[src/rtl/cphy_bringup_pkg.sv]
package cphy_bringup_pkg;

  typedef enum logic [3:0] {
    ST_IDLE   = 4'd0,
    ST_RSTREL = 4'd1,
    ST_FRXREQ = 4'd2,
    ST_PDON   = 4'd3,
    ST_PWRUP  = 4'd4,
    ST_WSTOP  = 4'd5,
    ST_PDREL  = 4'd6,
    ST_READY  = 4'd7,
    ST_FAULT  = 4'd8
  } seq_state_t;

  typedef enum logic [1:0] {
    CODE_NONE  = 2'd0,
    CODE_RSTDN = 2'd1,
    CODE_FRXAK = 2'd2,
    CODE_STOP  = 2'd3
  } fault_code_t;

  typedef struct packed {
    logic       rst_ctrl;
    logic       frx_req;
    logic       pd_n;
    logic [1:0] pwr;
  } phy_drive_t;

  localparam logic [1:0] PWR_OFF = 2'b00;
  localparam logic [1:0] PWR_ON  = 2'b01;

  // PHY-facing output levels for each step
  function automatic phy_drive_t drive_for(seq_state_t s);
    phy_drive_t d;
    d = '{rst_ctrl: 1'b0, frx_req: 1'b0, pd_n: 1'b1, pwr: PWR_OFF};
    case (s)
      ST_RSTREL: d.rst_ctrl = 1'b1;
      ST_FRXREQ: begin d.rst_ctrl = 1'b1; d.frx_req = 1'b1; end
      ST_PDON:   begin d.rst_ctrl = 1'b1; d.pd_n = 1'b0; end
      ST_PWRUP, ST_WSTOP: begin d.rst_ctrl = 1'b1; d.pd_n = 1'b0; d.pwr = PWR_ON; end
      ST_PDREL, ST_READY: begin d.rst_ctrl = 1'b1; d.pwr = PWR_ON; end
      default: ;
    endcase
    return d;
  endfunction

  // fault code reported when a given wait step stalls
  function automatic fault_code_t code_for(seq_state_t s);
    case (s)
      ST_RSTREL: return CODE_RSTDN;
      ST_FRXREQ: return CODE_FRXAK;
      ST_WSTOP:  return CODE_STOP;
      default:   return CODE_NONE;
    endcase
  endfunction

  function automatic logic is_wait(seq_state_t s);
    return (s == ST_RSTREL) || (s == ST_FRXREQ) || (s == ST_WSTOP);
  endfunction

endpackage

[src/rtl/cphy_lane_ready.sv]
module cphy_lane_ready #(
  parameter int NUM_LANES = 4
) (
  input  logic [NUM_LANES-1:0] lane_en_i,
  input  logic [NUM_LANES-1:0] stop_state_i,
  output logic                 all_ready_o
);
  logic [NUM_LANES-1:0] lane_ok;

  for (genvar g = 0; g < NUM_LANES; g++) begin : g_lane
    // a masked-out lane counts as ready
    assign lane_ok[g] = stop_state_i[g] | ~lane_en_i[g];
  end

  assign all_ready_o = &lane_ok;
endmodule

[src/rtl/cphy_step_timer.sv]
module cphy_step_timer #(
  parameter int TMO_W = 16
) (
  input  logic             clk,
  input  logic             rst_n,
  input  logic             clear_i,
  input  logic [TMO_W-1:0] limit_i,
  output logic             expired_o
);
  localparam logic [TMO_W-1:0] CNT_MAX = '1;

  logic [TMO_W-1:0] cnt_q;

  always_ff @(posedge clk or negedge rst_n) begin
    if (!rst_n)              cnt_q <= '0;
    else if (clear_i)        cnt_q <= '0;
    else if (cnt_q != CNT_MAX) cnt_q <= cnt_q + 1'b1;
  end

  assign expired_o = (cnt_q == limit_i);
endmodule

[src/rtl/cphy_cfg_lock.sv]
module cphy_cfg_lock #(
  parameter int W = 8
) (
  input  logic         clk,
  input  logic         rst_n,
  input  logic         load_i,
  input  logic [W-1:0] d_i,
  output logic [W-1:0] q_o
);
  always_ff @(posedge clk or negedge rst_n) begin
    if (!rst_n)      q_o <= '0;
    else if (load_i) q_o <= d_i;
  end
endmodule

[src/rtl/cphy_bringup_seq.sv]
module cphy_bringup_seq
  import cphy_bringup_pkg::*;
#(
  parameter int NUM_LANES = 4,
  parameter int POS_W     = 3,
  parameter int MODE_W    = 2,
  parameter int TMO_W     = 16
) (
  input  logic                           clk,
  input  logic                           rst_n,
  input  logic                           start_i,
  input  logic                           abort_i,
  input  logic [NUM_LANES-1:0]           lane_en_i,
  input  logic [TMO_W-1:0]               tmo_limit_i,
  input  logic [(NUM_LANES+1)*POS_W-1:0] cfg_pos_i,
  input  logic [MODE_W-1:0]              cfg_mode_i,
  input  logic                           reset_done_i,
  input  logic                           force_rx_stat_i,
  input  logic [NUM_LANES-1:0]           stop_state_i,
  output logic                           phy_rst_ctrl_o,
  output logic                           force_rx_req_o,
  output logic                           pulldn_n_o,
  output logic [1:0]                     pwr_cmd_o,
  output logic [(NUM_LANES+1)*POS_W-1:0] cfg_pos_o,
  output logic [MODE_W-1:0]              cfg_mode_o,
  output logic                           busy_o,
  output logic                           done_o,
  output logic                           err_o,
  output logic [1:0]                     err_code_o
);
  localparam int CFG_W = (NUM_LANES + 1) * POS_W;

  seq_state_t  state_q, state_d;
  fault_code_t code_q;
  phy_drive_t  drv;

  // named internal events
  logic lanes_ready;
  logic wait_met;
  logic tmo_expired;
  logic tmo_hit;
  logic start_acc;
  logic step_change;

  cphy_lane_ready #(.NUM_LANES(NUM_LANES)) u_lanes (
    .lane_en_i   (lane_en_i),
    .stop_state_i(stop_state_i),
    .all_ready_o (lanes_ready)
  );

  assign wait_met    = lanes_ready & ~force_rx_stat_i;
  assign start_acc   = start_i & ~abort_i & ((state_q == ST_IDLE) | (state_q == ST_FAULT));
  assign step_change = (state_d != state_q);
  assign tmo_hit     = tmo_expired & is_wait(state_q);

  cphy_step_timer #(.TMO_W(TMO_W)) u_timer (
    .clk      (clk),
    .rst_n    (rst_n),
    .clear_i  (step_change),
    .limit_i  (tmo_limit_i),
    .expired_o(tmo_expired)
  );

  cphy_cfg_lock #(.W(CFG_W)) u_lock_pos (
    .clk   (clk),
    .rst_n (rst_n),
    .load_i(start_acc),
    .d_i   (cfg_pos_i),
    .q_o   (cfg_pos_o)
  );

  cphy_cfg_lock #(.W(MODE_W)) u_lock_mode (
    .clk   (clk),
    .rst_n (rst_n),
    .load_i(start_acc),
    .d_i   (cfg_mode_i),
    .q_o   (cfg_mode_o)
  );

  always_comb begin
    state_d = state_q;
    if (abort_i) begin
      state_d = ST_IDLE;
    end else begin
      case (state_q)
        ST_IDLE, ST_FAULT: if (start_i) state_d = ST_RSTREL;
        ST_RSTREL: begin
          if (reset_done_i) state_d = ST_FRXREQ;
          else if (tmo_hit) state_d = ST_FAULT;
        end
        ST_FRXREQ: begin
          if (force_rx_stat_i) state_d = ST_PDON;
          else if (tmo_hit)    state_d = ST_FAULT;
        end
        ST_PDON:  state_d = ST_PWRUP;
        ST_PWRUP: state_d = ST_WSTOP;
        ST_WSTOP: begin
          if (wait_met)     state_d = ST_PDREL;
          else if (tmo_hit) state_d = ST_FAULT;
        end
        ST_PDREL: state_d = ST_READY;
        ST_READY: state_d = ST_READY;
        default:  state_d = ST_IDLE;
      endcase
    end
  end

  always_ff @(posedge clk or negedge rst_n) begin
    if (!rst_n) begin
      state_q <= ST_IDLE;
      code_q  <= CODE_NONE;
    end else begin
      state_q <= state_d;
      if (abort_i || start_acc)       code_q <= CODE_NONE;
      else if (state_d == ST_FAULT && state_q != ST_FAULT) code_q <= code_for(state_q);
    end
  end

  assign drv            = drive_for(state_q);
  assign phy_rst_ctrl_o = drv.rst_ctrl;
  assign force_rx_req_o = drv.frx_req;
  assign pulldn_n_o     = drv.pd_n;
  assign pwr_cmd_o      = drv.pwr;
  assign busy_o         = (state_q != ST_IDLE) && (state_q != ST_READY) && (state_q != ST_FAULT);
  assign done_o         = (state_q == ST_READY);
  assign err_o          = (state_q == ST_FAULT);
  assign err_code_o     = code_q;

  // ---------------- assertions ----------------
  assert_safe_after_abort_R10: assert property (@(posedge clk) disable iff (!rst_n)
    $past(abort_i) |-> (!phy_rst_ctrl_o && !force_rx_req_o && pulldn_n_o && pwr_cmd_o == PWR_OFF));

  assert_cfg_locked_R2: assert property (@(posedge clk) disable iff (!rst_n)
    (busy_o && $past(busy_o)) |-> ($stable(cfg_pos_o) && $stable(cfg_mode_o)));

  assert_pd_on_after_ack_R4: assert property (@(posedge clk) disable iff (!rst_n)
    $fell(pulldn_n_o) |-> (phy_rst_ctrl_o && $past(force_rx_stat_i)));

  assert_pd_release_R6: assert property (@(posedge clk) disable iff (!rst_n)
    $rose(pulldn_n_o) |-> ($past(abort_i) || err_o || $past(wait_met)));

  assert_done_levels_R6: assert property (@(posedge clk) disable iff (!rst_n)
    done_o |-> (pulldn_n_o && phy_rst_ctrl_o && pwr_cmd_o == PWR_ON));

  assert_fault_from_timeout_R7: assert property (@(posedge clk) disable iff (!rst_n)
    $rose(err_o) |-> $past(tmo_hit));

  assert_fault_safe_R8: assert property (@(posedge clk) disable iff (!rst_n)
    err_o |-> (!phy_rst_ctrl_o && pulldn_n_o && pwr_cmd_o == PWR_OFF && err_code_o != 2'd0));

  assert_pwr_legal_R4: assert property (@(posedge clk) disable iff (!rst_n)
    (pwr_cmd_o == PWR_OFF) || (pwr_cmd_o == PWR_ON));
endmodule

[config.mk]
export PLATFORM = sky130hd
export DESIGN_NAME = cphy_bringup_seq
export DESIGN_NICKNAME = d
export VERILOG_FILES = /design/src/rtl/cphy_bringup_pkg.sv /design/src/rtl/cphy_lane_ready.sv /design/src/rtl/cphy_step_timer.sv /design/src/rtl/cphy_cfg_lock.sv /design/src/rtl/cphy_bringup_seq.sv
export SDC_FILE = /design/constraint.sdc
export NUM_CORES = 1
export LEC_CHECK = 0
export BUFFER_PORTS_ARGS = -buffer_cell sky130_fd_sc_hd__buf_2
export CAP_MARGIN = 20
export CORE_ASPECT_RATIO = 1.5
export CORE_MARGIN = 2
export CORE_UTILIZATION = 40
export CTS_BUF_LIST = sky130_fd_sc_hd__clkbuf_4 sky130_fd_sc_hd__clkbuf_8 sky130_fd_sc_hd__clkbuf_16
export DETAILED_ROUTE_END_ITERATION = 16
export GPL_TIMING_DRIVEN = 0
export PLACE_DENSITY_LB_ADDON = 0.05
export RECOVER_POWER = 100
export SKIP_LAST_GASP = 1
export SYNTH_ARGS = -nofsm -noshare
export SYNTH_HDL_FRONTEND = slang
export SYNTH_SLANG_ARGS = --single-unit
[constraint.sdc]
create_clock -name clk -period 2.9 [get_ports clk]
set_input_delay 0.435 -clock clk [delete_from_list [all_inputs] [get_ports clk]]
set_output_delay 0.435 -clock clk [all_outputs]
set_load 0.02 [all_outputs]
# Word-level counts from Yosys, hierarchy flattened
# Cells that the tools add are included.
# W data, S select, Z words.
dict set report word_totals {
  register_bits 39
  output_inout_bits 27
  inputBits 47
}
dict set report op_classes {
  mux 16
  addsub 1
  bitwise_logic 15
  eq_ne 14
  reduce_logical 16
}
# cell count
set ops {}
lappend ops {{$mux W16} 2}
lappend ops {{$pmux W4 S7} 1}
lappend ops {{$mux W4} 6}
lappend ops {{$add A16 B1 Y16 const B} 1}
lappend ops {{$eq A16 B16 Y1} 1}
lappend ops {{$eq A4 B3 Y1 const B} 4}
lappend ops {{$ne A16 B16 Y1 const B} 1}
lappend ops {{$eq A4 B2 Y1 const B} 2}
lappend ops {{$eq A4 B4 Y1 const B} 2}
lappend ops {{$reduce_or A7 Y1} 1}
lappend ops {{$not A1 Y1} 6}
lappend ops {{$pmux W2 S3} 1}
lappend ops {{$or A1 B1 Y1} 5}
lappend ops {{$and A1 B1 Y1} 4}
lappend ops {{$eq A4 B1 Y1 const B} 1}
lappend ops {{$logic_not A4 Y1} 1}
lappend ops {{$mux W1} 4}
lappend ops {{$mux W2} 2}
lappend ops {{$ne A4 B3 Y1 const B} 1}
lappend ops {{$ne A4 B4 Y1} 1}
lappend ops {{$ne A4 B4 Y1 const B} 1}
lappend ops {{$reduce_and A4 Y1} 1}
lappend ops {{$reduce_bool A2 Y1} 2}
lappend ops {{$reduce_bool A4 Y1} 1}
lappend ops {{other kinds (5)} 10}

# Depth between registers and ports, before layout
dict set report logic_depth {
  ltp_word 12
  mapped_depth 9
  depth_no_buf 7
}

# Modules after synthesis
# From an unflattened synthesis, not the netlist that was laid out.
dict set report hier_totals {
  cells_unflattened 249
  area_unflattened_um2 2453.6
}
# mod area_per_inst_um2 cells_per_inst n_inst
set modules_own_cells {}
lappend modules_own_cells {cphy_step_timer 1112.3 122 1}
lappend modules_own_cells {{cphy_cfg_lock (u_lock_pos)} 613.1 32 1}
lappend modules_own_cells {cphy_bringup_seq 605.6 86 1}
lappend modules_own_cells {{cphy_cfg_lock (u_lock_mode)} 72.6 4 1}
lappend modules_own_cells {cphy_lane_ready 50.0 5 1}

# Least setup slack after synthesis
# No wires, ideal clock.
dict set report synth_path {
  path_type {reg2reg}
  start {reg state_q[2]}
  end {reg code_q[1] (netlist: err_code_o[1])}
  path_stages_with_launch 7
  setup_time_ns 0.094
  path_slack_ns 0.443
  synth_period_minus_slack_ns 2.457
  n_path_buf 1
  arrival_ns 2.363
  cell_sequence {dfrtp_1 -> clkbuf_1 -> nor4b_2 -> nor2_1 -> or4b_4 -> or3_1 -> a221oi_2}
}
dict set report synth_between {
  elab_chain_len 11
}
# item line_no
set synth_rtl {}
lappend synth_rtl {{from (decl)} cphy_bringup_seq.sv:33} ;# seq_state_t state_q, state_d;
lappend synth_rtl {{from (signal assigned)} cphy_bringup_seq.sv:113} ;# state_q <= state_d;
lappend synth_rtl {{$eq A4 B1 Y1 / $eq A4 B2 Y1 (equally long branches)} {cphy_bringup_pkg.sv:49, cphy_bringup_pkg.sv:58, cphy_bringup_seq.sv:85}}
lappend synth_rtl {{$logic_or A1 B1 Y1 (2 in series)} cphy_bringup_pkg.sv:58} ;# return (s == ST_RSTREL) || (s == ST_FRXREQ) || (s == ST_WSTOP);
lappend synth_rtl {{$and A1 B1 Y1} cphy_bringup_seq.sv:54} ;# assign tmo_hit = tmo_expired & is_wait(state_q);
lappend synth_rtl {{$mux W4} {cphy_bringup_seq.sv:89, cphy_bringup_seq.sv:93, cphy_bringup_seq.sv:99}}
lappend synth_rtl {{$mux W4 (on tied branches)} {cphy_bringup_seq.sv:98, cphy_bringup_seq.sv:88, cphy_bringup_seq.sv:92}}
lappend synth_rtl {{$pmux W4 S7} cphy_bringup_seq.sv:85} ;# case (state_q)
lappend synth_rtl {{$mux W4} cphy_bringup_seq.sv:82} ;# if (abort_i) begin
lappend synth_rtl {{$eq A4 B4 Y1} cphy_bringup_seq.sv:115} ;# else if (state_d == ST_FAULT && state_q != ST_FAULT) code_q <= code_for(state_q);
lappend synth_rtl {{$logic_and A1 B1 Y1} cphy_bringup_seq.sv:115}
lappend synth_rtl {{$reduce_bool A2 Y1 (no line)} n/a}
lappend synth_rtl {{to (signal assigned)} cphy_bringup_seq.sv:115}
lappend synth_rtl {{to (decl)} cphy_bringup_seq.sv:34} ;# fault_code_t code_q;
# Several ways; a longest one is shown, not always the timed one. The select of a mux whose other input is x is not followed.
# A chain may end at the register's enable or synchronous reset.

# Worst setup path after layout
# Same ends and word-level chain as after synthesis.

==> results.rst <==
.. list-table::
   :header-rows: 1

   * - Metric
     - Value
   * - Vias in the first global route
     - ~1,900
   * - Fin crit share
     - 0.923
   * - Max-cap violations
     - 1
   * - Violation count after the first detailed-route iteration
     - about 140
   * - Start point of the critical path
     - state_q[2]
   * - Hold/Removal Path Class
     - in2reg
   * - Initial Utilization
     - 0.409
   * - Register-to-register setup slack
     - approximately 0.22 ns
   * - Num rows
     - 34
   * - Netlist cell types
     - a little under 60
   * - Via count of the routed design
     - between 1,500 and 2,000
   * - Average size of a mapped cell
     - ~10 um^2
   * - Largest cells by area after synthesis
     - sky130_fd_sc_hd__dfrtp_1 (42%), sky130_fd_sc_hd__xor2_1 (8.6%), sky130_fd_sc_hd__mux2_1 (4.8%), sky130_fd_sc_hd__nor2_1 (4.4%), sky130_fd_sc_hd__mux2_2 (3.4%)
   * - Depth of the CTS H-tree
     - 2
   * - Worst slack at placement
     - 0.167 ns
   * - Peak VDD IR
     - between 0.3 and 0.4 mV
   * - Critical Path Sink Type
     - register
   * - Crit path kind
     - reg2reg
   * - Routed vias/inst
     - 5.11
   * - Final hold violation count
     - 0
   * - Startpoint of the tightest hold check path
     - cfg_pos_i[3]
   * - Buf+Inv Stages, Crit Path
     - 1
   * - Main flop type after synthesis
     - sky130_fd_sc_hd__dfrtp_1
   * - Final std cell area, no fill
     - around 0.0028 mm^2
   * - Largest net degree at the start of global routing
     - 40
   * - Post-Route WL
     - 5.27 mm
   * - Warning count from the yosys run
     - 0
   * - Congestion Overflow GR
     - 0
   * - Worst Setup Start Kind
     - register
   * - Post-synthesis cell type with the largest combined area
     - sky130_fd_sc_hd__dfrtp_1
   * - Dpl hpwl
     - between 4 and 5 mm
   * - Arr. time, crit path
     - 2.87 ns
   * - Leak pwr
     - between 0.001 and 0.0015 uW
   * - Die X-Extent
     - about 66 um
   * - Layout overhead on the synthesized area
     - 22.0%
   * - Violated checks
     - capacitance limit, slew limit
   * - Count of buffers added by post-CTS timing repair for setup
     - 0
   * - Detailed-route wire length per cell
     - ~14 um
   * - Slowest cell delay on critical path
     - around 0.63 ns
   * - Root Buffer
     - sky130_fd_sc_hd__clkbuf_8
   * - Post-synth top area share
     - 0.419
   * - CTS tree
     - built
   * - Least-Margin Pin Slew
     - roughly 2.2 ns
   * - Setup violators final
     - 0
   * - Post-CTS sizing
     - 0
   * - Max clock buf depth
     - 2
   * - Footprint of the multi-input gates
     - ~0.0012 mm^2
   * - Dpl cell area
     - approximately 0.0028 mm^2
   * - Final Net Count
     - about 360
   * - Clock sink count
     - 39
   * - Top cell family by delay on the critical path
     - simple AND/OR/NAND/NOR gates
   * - Post-Syn Area
     - ~0.0023 mm^2
   * - EDFF count, synth
     - 0
   * - Worst clock skew
     - 0.00905 ns
   * - Max Freq
     - about 0.37 GHz
   * - Latest clock arrival within the worst-skew pair
     - 0.29 ns
   * - # port buffers
     - 71
   * - Minimum clock period after layout
     - around 2.7 ns
   * - Post-synthesis net count
     - 280
   * - CTS clk-pin slew, worst paths
     - roughly 0.080 ns
   * - Count of pins on the block boundary
     - 74
   * - GR Util All Layers
     - 0.177
   * - Peak fanout along the critical path
     - 9
   * - Reg2Reg Launch Point
     - state_q[2]
   * - Die Area
     - between 0.006 and 0.007 mm^2
   * - Count of filler cells inserted in the layout
     - 578
   * - Worst-path cell chain
     - clkbuf_1 > nor4b_1 > nor2_1 > or4b_1 > or3_1 > a221oi_1
   * - Power per Cell Area
     - approximately 550 mW/mm^2
   * - Setup TNS
     - 0 ns
   * - 1st-pass router iterations
     - 4
   * - Gate Count Post-Synth
     - about 230
   * - Wire length of the first global-routing pass
     - around 8.9 mm
   * - Flip-flop and latch count after synthesis
     - 39
   * - Total of hold buffers inserted after clock tree synthesis
     - 0
   * - Sequential standard cell area
     - 976 um^2
   * - Critical path required time
     - 3.09 ns
   * - Max_slew headroom
     - -0.436
   * - Number of antenna diodes
     - 0
   * - Antenna violations before repair
     - 0
   * - RePlAce Congestion
     - 0.840
   * - RSZ-0062 raised after global routing
     - false
   * - Number of DRC violations after detailed routing
     - 0
   * - Chip height
     - 97.5 um
   * - Post-synthesis sequential area ratio
     - 0.419
   * - Slowest stage cell on the critical path
     - sky130_fd_sc_hd__nor4b_1
   * - Run status
     - finished, violations left
   * - Final Max Tran Viols
     - 40
   * - Share of final-layout standard cells stronger than drive strength 1
     - 0.257
   * - Post-route antenna net violation count
     - 0
   * - Num CTS Buffers
     - 5
   * - Worst setup slack after layout
     - 0.224 ns
   * - Area of the core region
     - around 0.0057 mm^2
   * - Post-synthesis async set-or-reset flop share
     - 1.00
## state kept, by name (all words and copies together), names as in the netlist
| signal | count |
|---|---|
| u_lock_pos.q_o | 15 |
| err_code_o | 2 |
| state_q | 4 |
| u_timer.cnt_q | 16 |
| u_lock_mode.q_o | 2 |
## metrics by stage
step	std cells	total power, uW	util	hold slack [ns]
after global placement	375	1160	0.487	0.463
after global routing	383	1690	0.499	0.345
final	383	1580	0.499	0.359
after CTS	383	1620	0.507	0.308
after detailed placement	375	1160	0.487	0.469
after floorplan	232	991	-	0.139
## report_power, final
part | leakage [uW] | total [uW] | switching, uW | internal, uW
combinational | 0.000743 | 440 | 270 | 170
clock | 0.0000581 | 453 | 196 | 256
sequential | 0.000503 | 685 | 57.5 | 627
## cells in the mapped netlist, types with 2 or more instances
master	instances
sky130_fd_sc_hd__mux2_1	10
sky130_fd_sc_hd__and2_1	2
sky130_fd_sc_hd__or4_1	2
sky130_fd_sc_hd__clkbuf_1	4
sky130_fd_sc_hd__clkbuf_8	2
sky130_fd_sc_hd__nand3_1	5
sky130_fd_sc_hd__mux2_2	7
sky130_fd_sc_hd__a21oi_1	4
sky130_fd_sc_hd__nand4_1	6
sky130_fd_sc_hd__nor3_1	6
sky130_fd_sc_hd__nor4_2	2
sky130_fd_sc_hd__xnor2_1	4
sky130_fd_sc_hd__nand2_1	19
sky130_fd_sc_hd__or2_1	2
sky130_fd_sc_hd__nor2_1	27
sky130_fd_sc_hd__nand2b_1	2
sky130_fd_sc_hd__nor2b_1	4
sky130_fd_sc_hd__or3_1	4
sky130_fd_sc_hd__a31oi_1	2
sky130_fd_sc_hd__o21ai_0	5
sky130_fd_sc_hd__and3_1	3
sky130_fd_sc_hd__o32a_1	2
sky130_fd_sc_hd__buf_6	2
sky130_fd_sc_hd__inv_1	5
sky130_fd_sc_hd__buf_2	2
sky130_fd_sc_hd__dfrtp_1	39
sky130_fd_sc_hd__nor4_1	2
sky130_fd_sc_hd__xor2_1	23
sky130_fd_sc_hd__o22ai_1	2
sky130_fd_sc_hd__mux2i_1	4
## final timing paths
path	end	cells past startpoint
setup reg to reg	err_code_o[1]	6
max in group asynchronous	u_timer.cnt_q[4]	1
hold / removal	u_lock_pos.q_o[3]	2
hold reg to reg	u_lock_pos.q_o[1]	1
setup / recovery	err_code_o[1]	6
min in group asynchronous	u_timer.cnt_q[1]	1
## metal layers
metal  global-route usage  up-vias  wire length [um]
met3               0.0382        6               219
li1                     -      978                 -
met2                0.311       55              2850
met5                    0        -                 0
met1                0.214      920              2130
met4               0.0455        0                68
## layout by cell type, fill, tap and decap left out, types with 2 or more instances in the layout
cell type / count
sky130_fd_sc_hd__or4_1: 2
sky130_fd_sc_hd__nand2_1: 19
sky130_fd_sc_hd__clkbuf_1: 27
sky130_fd_sc_hd__nor3_1: 6
sky130_fd_sc_hd__nor4_1: 2
sky130_fd_sc_hd__nand4_1: 6
sky130_fd_sc_hd__inv_1: 5
sky130_fd_sc_hd__nor2_1: 27
sky130_fd_sc_hd__mux2i_1: 4
sky130_fd_sc_hd__or2_1: 2
sky130_fd_sc_hd__or3_1: 4
sky130_fd_sc_hd__mux2_2: 7
sky130_fd_sc_hd__buf_2: 49
sky130_fd_sc_hd__nand3_1: 5
sky130_fd_sc_hd__a221oi_1: 2
sky130_fd_sc_hd__xnor2_1: 4
sky130_fd_sc_hd__o21ai_0: 5
sky130_fd_sc_hd__o32a_1: 2
sky130_fd_sc_hd__xor2_1: 23
sky130_fd_sc_hd__o22ai_1: 2
sky130_fd_sc_hd__nand2b_1: 2
sky130_fd_sc_hd__clkbuf_8: 7
sky130_fd_sc_hd__buf_6: 2
sky130_fd_sc_hd__nor4_2: 2
sky130_fd_sc_hd__and3_1: 3
sky130_fd_sc_hd__mux2_1: 10
sky130_fd_sc_hd__dfrtp_1: 39
sky130_fd_sc_hd__a21oi_1: 4
sky130_fd_sc_hd__nor4b_1: 2
sky130_fd_sc_hd__nor2b_1: 4
sky130_fd_sc_hd__a31oi_1: 2
## kinds of logic (layout without fill, tap and decap cells)
kind of cell,count (synthesis),count (layout),share of synthesized area
compound gates,26,26,0.0827
mux,21,21,0.0994
simple gates,99,99,0.242
other cells,1,1,0.00161
fa+ha+maj,1,1,0.00537
buf+inv,18,97,0.0489
flops,39,39,0.419
xor+xnor,27,27,0.102
## area by class of cell
cell class / instances / share of cell area
timing repair buffer: 71 / 0.115
sequential: 39 / 0.343
tap: 72 / 0.0317
clock buffer: 5 / 0.0242
inverter: 6 / 0.00792
buffer: 12 / 0.0321
clock inverter: 3 / 0.0154
multi-input combinational: 175 / 0.430
No activity file was read; power rests on OpenSTA's default activity.
